--- src/rtl/tri_lane_fir_pkg.sv ---
package tri_lane_fir_pkg;

   localparam int unsigned NUM_PART = 6;

   // slots of the partial-product vector
   localparam int unsigned IDX_XH2  = 0;  // x(n)*h2
   localparam int unsigned IDX_X2H0 = 1;  // x(n-2)*h0
   localparam int unsigned IDX_X1H1 = 2;  // x(n-1)*h1
   localparam int unsigned IDX_BSUM = 3;  // (x(n)+x(n-1))*(h1+h2)
   localparam int unsigned IDX_ASUM = 4;  // (x(n-1)+x(n-2))*(h0+h1)
   localparam int unsigned IDX_FULL = 5;  // (x(n)+x(n-1)+x(n-2))*(h0+h1+h2)

   // fld: 0 = first sample lane, 1 = last sample lane,
   //      2 = first coefficient, 3 = last coefficient
   function automatic int unsigned part_rng(input int unsigned idx,
                                            input int unsigned fld);
      logic [15:0] enc;
      case (idx)
         0:       enc = 16'h0022;
         1:       enc = 16'h2200;
         2:       enc = 16'h1111;
         3:       enc = 16'h0112;
         4:       enc = 16'h1201;
         default: enc = 16'h0202;
      endcase
      return 32'(enc[4*(3-fld) +: 4]);
   endfunction

endpackage

--- src/rtl/tlf_partial.sv ---
module tlf_partial #(
   parameter int PIX_W = 8,
   parameter int LANES = 3,
   parameter int SUM_W = 10,
   parameter int XLO   = 0,
   parameter int XHI   = 0,
   parameter int HLO   = 0,
   parameter int HHI   = 0
) (
   input  logic [LANES*PIX_W-1:0] x_i,
   input  logic [LANES*PIX_W-1:0] h_i,
   output logic [2*SUM_W-1:0]     p_o
);
   localparam int PROD_W = 2 * SUM_W;

   logic [SUM_W-1:0] xs;
   logic [SUM_W-1:0] hs;

   always_comb begin
      xs = '0;
      hs = '0;
      for (int k = 0; k < LANES; k++) begin
         if (k >= XLO && k <= XHI) xs = xs + SUM_W'(x_i[k*PIX_W +: PIX_W]);
         if (k >= HLO && k <= HHI) hs = hs + SUM_W'(h_i[k*PIX_W +: PIX_W]);
      end
      p_o = PROD_W'(xs) * PROD_W'(hs);
   end
endmodule

--- src/rtl/tlf_rebuild.sv ---
module tlf_rebuild
   import tri_lane_fir_pkg::*;
#(
   parameter int PROD_W = 20,
   parameter int ACC_W  = 22
) (
   input  logic [NUM_PART-1:0][PROD_W-1:0] part_i,
   input  logic [ACC_W-1:0]                prev_xh2_i,
   input  logic [ACC_W-1:0]                prev_b_i,
   output logic [2:0][ACC_W-1:0]           y_o,
   output logic [ACC_W-1:0]                next_xh2_o,
   output logic [ACC_W-1:0]                next_b_o
);
   logic [ACC_W-1:0] xh2, x2h0, x1h1, a_sum, b_sum;

   always_comb begin
      xh2   = ACC_W'(part_i[IDX_XH2]);
      x2h0  = ACC_W'(part_i[IDX_X2H0]);
      x1h1  = ACC_W'(part_i[IDX_X1H1]);
      // x(n-1)h0 + x(n-2)h1
      a_sum = ACC_W'(part_i[IDX_ASUM]) - x1h1 - x2h0;
      // x(n)h1 + x(n-1)h2
      b_sum = ACC_W'(part_i[IDX_BSUM]) - x1h1 - xh2;
      y_o[0] = ACC_W'(part_i[IDX_FULL]) - a_sum - b_sum - xh2 - x2h0;
      y_o[1] = a_sum + prev_xh2_i;
      y_o[2] = x2h0 + prev_b_i;
      next_xh2_o = xh2;
      next_b_o   = b_sum;
   end
endmodule

--- src/rtl/tlf_frame_ctr.sv ---
module tlf_frame_ctr #(
   parameter int FRAME_LEN = 214,
   parameter int CNT_W     = 8
) (
   input  logic clk,
   input  logic rst_n,
   input  logic adv_i,
   output logic last_o
);
   logic [CNT_W-1:0] cnt;

   assign last_o = (cnt == CNT_W'(FRAME_LEN - 1));

   always_ff @(posedge clk) begin
      if (!rst_n)      cnt <= '0;
      else if (adv_i)  cnt <= last_o ? '0 : cnt + 1'b1;
   end
endmodule

--- src/rtl/tri_lane_fir.sv ---
module tri_lane_fir
   import tri_lane_fir_pkg::*;
#(
   parameter int PIX_W     = 8,
   parameter int LANES     = 3,
   parameter int WORD_W    = 32,
   parameter int FRAME_LEN = 214
) (
   input  logic              clk,
   input  logic              rst_n,
   input  logic [PIX_W-1:0]  kern0_i,
   input  logic [PIX_W-1:0]  kern1_i,
   input  logic [PIX_W-1:0]  kern2_i,
   input  logic              s_valid_i,
   output logic              s_ready_o,
   input  logic [WORD_W-1:0] s_data_i,
   output logic              m_valid_o,
   input  logic              m_ready_i,
   output logic [WORD_W-1:0] m_data_o,
   output logic              m_last_o
);
   localparam int LANE_BITS = LANES * PIX_W;
   localparam int PAD_W     = WORD_W - LANE_BITS;
   localparam int SUM_W     = PIX_W + $clog2(LANES + 1);
   localparam int PROD_W    = 2 * SUM_W;
   localparam int ACC_W     = PROD_W + 2;
   localparam int CNT_W     = $clog2(FRAME_LEN);

   // elaboration checks
   if (LANES != 3) begin : g_bad_lanes
      $error("tri_lane_fir: the partial set is built for three lanes");
   end
   if (WORD_W < LANE_BITS) begin : g_bad_word
      $error("tri_lane_fir: word too narrow for the lanes");
   end
   if (FRAME_LEN < 2) begin : g_bad_frame
      $error("tri_lane_fir: frame must hold at least two words");
   end

   logic [LANE_BITS-1:0]               x_lanes, h_lanes;
   logic [NUM_PART-1:0][PROD_W-1:0]    parts;
   logic [2:0][ACC_W-1:0]              y_full;
   logic [ACC_W-1:0]                   st_xh2, st_b, nx_xh2, nx_b;
   logic [WORD_W-1:0]                  packed_y;
   logic                               take, frame_end;

   assign x_lanes   = s_data_i[LANE_BITS-1:0];
   assign h_lanes   = {kern2_i, kern1_i, kern0_i};
   assign s_ready_o = !m_valid_o || m_ready_i;
   assign take      = s_valid_i && s_ready_o;

   for (genvar g = 0; g < NUM_PART; g++) begin : g_part
      tlf_partial #(
         .PIX_W (PIX_W),
         .LANES (LANES),
         .SUM_W (SUM_W),
         .XLO   (int'(part_rng(g, 0))),
         .XHI   (int'(part_rng(g, 1))),
         .HLO   (int'(part_rng(g, 2))),
         .HHI   (int'(part_rng(g, 3)))
      ) u_part (
         .x_i (x_lanes),
         .h_i (h_lanes),
         .p_o (parts[g])
      );
   end

   tlf_rebuild #(.PROD_W(PROD_W), .ACC_W(ACC_W)) u_rebuild (
      .part_i     (parts),
      .prev_xh2_i (st_xh2),
      .prev_b_i   (st_b),
      .y_o        (y_full),
      .next_xh2_o (nx_xh2),
      .next_b_o   (nx_b)
   );

   tlf_frame_ctr #(.FRAME_LEN(FRAME_LEN), .CNT_W(CNT_W)) u_frame (
      .clk    (clk),
      .rst_n  (rst_n),
      .adv_i  (take),
      .last_o (frame_end)
   );

   for (genvar k = 0; k < LANES; k++) begin : g_pack
      assign packed_y[k*PIX_W +: PIX_W] = y_full[k][PIX_W-1:0];
   end
   if (PAD_W > 0) begin : g_pad
      logic unused_pad;
      assign packed_y[WORD_W-1:LANE_BITS] = '0;
      assign unused_pad = ^s_data_i[WORD_W-1:LANE_BITS];
   end

   always_ff @(posedge clk) begin
      if (!rst_n) begin
         m_valid_o <= 1'b0;
         m_data_o  <= '0;
         m_last_o  <= 1'b0;
         st_xh2    <= '0;
         st_b      <= '0;
      end else if (take) begin
         m_valid_o <= 1'b1;
         m_data_o  <= packed_y;
         m_last_o  <= frame_end;
         st_xh2    <= frame_end ? '0 : nx_xh2;
         st_b      <= frame_end ? '0 : nx_b;
      end else if (m_ready_i) begin
         m_valid_o <= 1'b0;
      end
   end
endmodule

--- config.mk ---
export PLATFORM = sky130hd
export DESIGN_NAME = tri_lane_fir
export DESIGN_NICKNAME = d
export VERILOG_FILES = /design/src/rtl/tri_lane_fir_pkg.sv /design/src/rtl/tlf_partial.sv /design/src/rtl/tlf_rebuild.sv /design/src/rtl/tlf_frame_ctr.sv /design/src/rtl/tri_lane_fir.sv
export SDC_FILE = /design/constraint.sdc
export NUM_CORES = 1
export LEC_CHECK = 0
export ABC_AREA = 1
export ABC_CLOCK_PERIOD_IN_PS = 11950
export BUFFER_PORTS_ARGS = -buffer_cell sky130_fd_sc_hd__buf_2
export CAP_MARGIN = 15
export CORE_UTILIZATION = 25
export CTS_BUF_LIST = sky130_fd_sc_hd__clkbuf_4
export DETAILED_ROUTE_END_ITERATION = 6
export SLEW_MARGIN = 15
export SYNTH_ARGS = -nofsm -noshare
export SYNTH_HDL_FRONTEND = slang
export SYNTH_SLANG_ARGS = --single-unit
--- constraint.sdc ---
create_clock -name clk -period 11.95 [get_ports clk]
set_clock_uncertainty 0.15 [all_clocks]
set_input_delay 0 -clock clk [delete_from_list [all_inputs] [get_ports clk]]
set_output_delay 0 -clock clk [all_outputs]
set_load 0.005 [all_outputs]
==> results of run 1 <==
-- worst reg2reg max path: stages (launching register included) --
cell	delay, ns
dfxtp_1	0.36
nand2_1	0.09
nand2_1	0.06
buf_4	0.34
clkinv_1	0.83
nand2_1	0.27
nand2_1	0.16
a21oi_1	0.16
o21a_1	0.12
-- Yosys cell counts, drive strengths merged --
library cell | number | area share (%)
a21o | 2 | 0.12
a21oi | 73 | 3.0
a2bb2oi | 1 | 0.071
a31oi | 5 | 0.25
and2 | 1 | 0.051
buf | 20 | 1.2
clkbuf | 14 | 0.43
clkinv | 5 | 0.15
conb | 1 | 0.031
dfxtp | 50 | 8.2
fa | 123 | 20
ha | 183 | 19
inv | 448 | 14
nand2 | 493 | 15
nand2b | 1 | 0.051
nand3 | 105 | 4.4
nand3b | 18 | 1.1
nand4 | 21 | 1.1
nor2 | 96 | 3.0
nor3 | 3 | 0.12
nor3b | 2 | 0.12
nor4 | 2 | 0.10
o211ai | 4 | 0.24
o21a | 2 | 0.12
o21ai | 34 | 1.4
o21bai | 2 | 0.12
o221ai | 3 | 0.21
o22ai | 1 | 0.051
o311ai | 1 | 0.071
or2 | 11 | 0.56
xnor2 | 29 | 2.1
xnor3 | 1 | 0.18
xor2 | 43 | 3.3
xor3 | 1 | 0.19
-- registers in the layout (all words and copies together), names as in the netlist --
| name | flops |
|---|---|
| u_frame.cnt | 8 |
| m_valid_o | 1 |
| m_data_o | 24 |
| st_b | 8 |
| m_last_o | 1 |
| st_xh2 | 8 |
-- routing by layer --
| metal | vias to the layer above | GRT usage [%] |
|---|---|---|
| li1 | 5561 | - |
| met1 | 5092 | 19.4 |
| met2 | 220 | 24.1 |
| met3 | 35 | 1.32 |
| met4 | 0 | 3.09 |
| met5 | - | 0 |
-- worst paths after layout --
kind | from | end | slack (ns) | cells after the start
worst min register to register | st_xh2[4]$_SDFFE_PN0P_ | st_xh2[4]$_SDFFE_PN0P_ | 0.33 | 2
worst max register to register | m_valid_o$_SDFFE_PN0P_ | u_frame.cnt[6]$_SDFFE_PN0P_ | 9.38 | 8
worst min-delay path | s_valid_i | m_valid_o$_SDFFE_PN0P_ | 0.03 | 4
worst max-delay path | s_data_i[19] | m_data_o[7]$_SDFFE_PN0P_ | 1.11 | 47
-- what timing repair did --
item	4_1_cts	5_1_grt
hold endpoints to repair	19	0
buffers inserted	0	0
hold buffers	2	0
-- kinds of logic (layout without fill, tap and decap cells) --
group                    count (synthesis)  in the layout  synth area share (%)
AO/OA/AOI/OAI                          128            128                  5.73
XOR/XNOR                                74             74                  5.76
adder cells (fa/ha/maj)                306            306                  38.7
buffers and inverters                  487            543                  15.5
flip-flops                              50             50                  8.16
other                                    1              8                0.0306
AND/OR/NAND/NOR                        753            753                  26.1
-- stage by stage --
stage               setup slack [ns]  area (sq um)  instances
floorplan                       1.73         12300       1806
global placement               0.725         13300       2467
detailed placement             0.672         13300       2467
CTS                             1.05         13400       2477
global route                   0.466         13400       2477
finish                          1.11         13400       2477
-- area by class of cell --
type | count | share of cell area (%)
multi-input combinational | 1269 | 70.3
inverter | 453 | 12.7
sequential | 50 | 7.48
tap | 615 | 5.75
timing repair buffer | 82 | 3.18
clock buffer | 6 | 0.337
clock inverter | 2 | 0.281
==> results.sh, run 1 <==
export IMPL_cts_max_level=2
export IMPL_ys_types=45
export IMPL_criticalPathCategory="primary input to flop"
export IMPL_finalSetupViolCount=0
export IMPL_die_area_sq_um=50000
export IMPL_drive_above_1_share_pct=7.36
export IMPL_wl_met2_um=15600
export IMPL_multi_input_area_sq_um=9400
export IMPL_wl_met3_um=1400
export IMPL_slew_limit_headroom_pct=39.2
export IMPL_firstDrtPassIters=5
export IMPL_grt_start_max_net_pins=40
export IMPL_grt_pass1_vias=10900
export IMPL_tightest_slew_ns=0.909
export IMPL_rows=80
export IMPL_grt_pass1_wl_um=56700
export IMPL_drtIter0Drc=525
export IMPL_synthesis_instances=1799
export IMPL_path_clk_slew_ns=0.15
export IMPL_hold_viol_final=0
export IMPL_max_cap_viol_count=0
export IMPL_io_buffers=78
export IMPL_top_layer="met4"
export IMPL_setup_worst_path_start_class="primary input"
export IMPL_wl_um=34400
export IMPL_gr_usage_all_layers_pct=14.2
export IMPL_design_core_area_sq_um=48000
export IMPL_final_core_util_pct=27.8
export IMPL_clock_path_buffers=2
export IMPL_wl_per_cell_um=13.9
export IMPL_setup_tns_ns=0
export IMPL_cts_sinks=50
export IMPL_path_delay_family="adder cells"
export IMPL_syn_area_sq_um=12300
export IMPL_max_stage_delay_ns=0.59
export IMPL_hpwlAfterDp_um=29400
export IMPL_rsz0062_at_grt="no"
export IMPL_io_pins=95
export IMPL_routabilityCongestion=0.891
export IMPL_cts_buffers_inserted=5
export IMPL_critPathRequiredTime_ns=12.06
export IMPL_min_path_type="primary input to flop"
export IMPL_dieHeight_um=224
export IMPL_antenna_cells=0
export IMPL_viasPerCell=4.40
export IMPL_cts_resized=0
export IMPL_grt_ovfl_total=0
export IMPL_cp_end_kind="flop"
export IMPL_finalCritPeriodShare_pct=90.7
export IMPL_hold_ws_ns=0.0284
export IMPL_nets=2227
export IMPL_avgSynthCellArea_sq_um=6.82
export IMPL_max_freq_mhz=92.2
export IMPL_min_period_ns=10.84
export IMPL_ys_warnings_count=0
export IMPL_syn_to_final_growth_pct=9.01
export IMPL_die_w_um=224
export IMPL_antenna_found_initial=0
export IMPL_crit_arrival_ns=10.95
export IMPL_crit_buf_inv=10
export IMPL_mostFrequentLayoutCells="nand2_1, inv_1, ha_1"
export IMPL_root_buffer="clkbuf_4"
export IMPL_start_util_pct=25.5
export IMPL_ys_ff_latch=50
export IMPL_ys_seq_area_share_pct=8.16
export IMPL_vias=10900
export IMPL_cp_max_fo=7
export IMPL_wl_met1_um=16700
export IMPL_drc=0
export IMPL_slew_viol_final=0
export IMPL_n_fill_cell=5341
export IMPL_slowest_stage="xnor2_1"
export IMPL_seq_area_sq_um=1000
export IMPL_layout_commonest_cell="nand2_1"
export IMPL_insertion_delay_ns=0.36
export IMPL_ant_nets=0
export IMPL_cts_tree="built"
export IMPL_status="finished clean"
Power of run 1 is not shown: default switching activity piles up to over one toggle a cycle in this logic, so the estimate is an artifact.
==> run 2: changes to the inputs <==
--- a/config.mk
+++ b/config.mk
@@ -9,6 +9,7 @@
 export ABC_CLOCK_PERIOD_IN_PS = 11950
 export BUFFER_PORTS_ARGS = -buffer_cell sky130_fd_sc_hd__buf_2
 export CAP_MARGIN = 15
+export CORE_MARGIN = 2
 export CORE_UTILIZATION = 25
 export CTS_BUF_LIST = sky130_fd_sc_hd__clkbuf_4
 export DETAILED_ROUTE_END_ITERATION = 6
==> results.sh, run 2 (synthesis results as in run 1) <==
export IMPL_status="finished clean"
export IMPL_rows=81
export IMPL_largest_register="m_data_o"
export IMPL_cp_end_kind="flop"
export IMPL_max_freq_mhz=91.9
export IMPL_drive_above_1_share_pct=7.36
export IMPL_slew_limit_headroom_pct=37.8
export IMPL_io_buffers=78
export IMPL_hpwlAfterDp_um=29400
export IMPL_setup_worst_path_start_class="primary input"
export IMPL_cts_sinks=50
export IMPL_vias=11000
export IMPL_tightest_slew_ns=0.928
export IMPL_slew_viol_final=0
export IMPL_antenna_cells=0
export IMPL_cts_max_level=2
export IMPL_cp_max_fo=11
export IMPL_largest_reg_flops=24
export IMPL_design_core_area_sq_um=48600
export IMPL_slowest_stage="fa_1"
export IMPL_root_buffer="clkbuf_4"
export IMPL_die_w_um=226
export IMPL_wl_um=34300
export IMPL_drtIter0Drc=647
export IMPL_grt_start_max_net_pins=40
export IMPL_finalSetupViolCount=0
export IMPL_finalCritPeriodShare_pct=91.1
export IMPL_mostFrequentLayoutCells="nand2_1, inv_1, ha_1"
export IMPL_max_cap_viol_count=0
export IMPL_drc=0
export IMPL_post_cts_setup_buffers=0
export IMPL_crit_arrival_ns=10.99
export IMPL_clock_path_buffers=2
export IMPL_grt_pass1_wl_um=56000
export IMPL_viasPerCell=4.43
export IMPL_cpMostUsedCell="nand2_1"
export IMPL_die_area_sq_um=50900
export IMPL_final_core_util_pct=27.5
export IMPL_critPathRequiredTime_ns=12.06
export IMPL_antenna_found_initial=0
export IMPL_max_stage_delay_ns=0.70
export IMPL_n_fill_cell=5360
export IMPL_hold_viol_final=0
export IMPL_syn_to_final_growth_pct=9.04
export IMPL_rsz0062_at_grt="no"
export IMPL_cts_tree="built"
export IMPL_ant_nets=0
export IMPL_setup_tns_ns=0
export IMPL_insertion_delay_ns=0.37
export IMPL_min_period_ns=10.88
export IMPL_gr_usage_all_layers_pct=13.9
export IMPL_routabilityCongestion=0.880
export IMPL_min_path_type="primary input to flop"
export IMPL_wl_per_cell_um=13.8
export IMPL_grt_pass1_vias=11000
export IMPL_start_util_pct=25.2
export IMPL_dieHeight_um=226
export IMPL_io_pins=95
export IMPL_cts_buffers_inserted=5
export IMPL_criticalPathCategory="primary input to flop"
export IMPL_nets=2226
export IMPL_cts_resized=0
export IMPL_grt_ovfl_total=0
export IMPL_firstDrtPassIters=5
export IMPL_path_clk_slew_ns=0.15
export IMPL_layout_commonest_cell="nand2_1"
==> run 2: cell count changes in the layout (fill, tap and decap cells not counted), sizes merged <==
| cell | before | now |
|---|---|---|
| buf | 80 | 79 |
==> run 2: final timing paths <==
kind | start | endpoint | slack (ns) | depth (start not counted)
worst min-delay path | s_valid_i | m_valid_o$_SDFFE_PN0P_ | 0.03 | 4
worst max-delay path | s_data_i[17] | m_data_o[7]$_SDFFE_PN0P_ | 1.07 | 52
worst max register to register | m_valid_o$_SDFFE_PN0P_ | u_frame.cnt[6]$_SDFFE_PN0P_ | 9.34 | 8
worst min register to register | st_b[6]$_SDFFE_PN0P_ | st_b[6]$_SDFFE_PN0P_ | 0.33 | 2
==> run 2: what timing repair did <==
item	in CTS	in global routing
hold endpoints to repair	20	0
endpoints found under the setup margin	0	0
hold buffers	2	0
==> run 2: metal layers <==
metal  vias up  track usage [%]  routed length (um)
li1       5559                -                   -
met1      5166             18.7               16400
met2       236             24.1               15900
met3        36             1.59                1490
met4         0             2.14                 451
met5         -                0                   0
==> run 2: cell type report <==
type	instances	area, sq um	area share [%]
Multi-Input combinational cell	1269	9400	70.3
Inverter	453	1700	12.7
Sequential cell	50	1000	7.48
Tap cell	622	778	5.82
Timing Repair Buffer	81	418	3.12
Clock buffer	6	45.0	0.337
Clock inverter	2	37.5	0.281
==> run 2: worst max-delay path: cells and delay by family <==
| family | cells | cell delay [ns] |
|---|---|---|
| xor gates and xnor gates | 1 | 0.45 |
| buffers and inverters | 13 | 0.95 |
| AOI/OAI and AO/OA | 3 | 0.56 |
| adders and majority gates | 17 | 7.70 |
| and+or+nand+nor | 18 | 1.32 |
==> run 2: per-stage QoR <==
stage	hold WS (ns)	instance area (sq um)	std cells	worst slack [ns]
finish	0.0269	13400	2483	1.07
floorplan	-0.0484	12300	1806	1.73
CTS	0.0162	13400	2483	1.01
detailed placement	0.161	13300	2473	0.643
global route	0.0774	13400	2483	0.382
global placement	0.135	13300	2473	0.742
Power of run 2 is left out for the same reason.
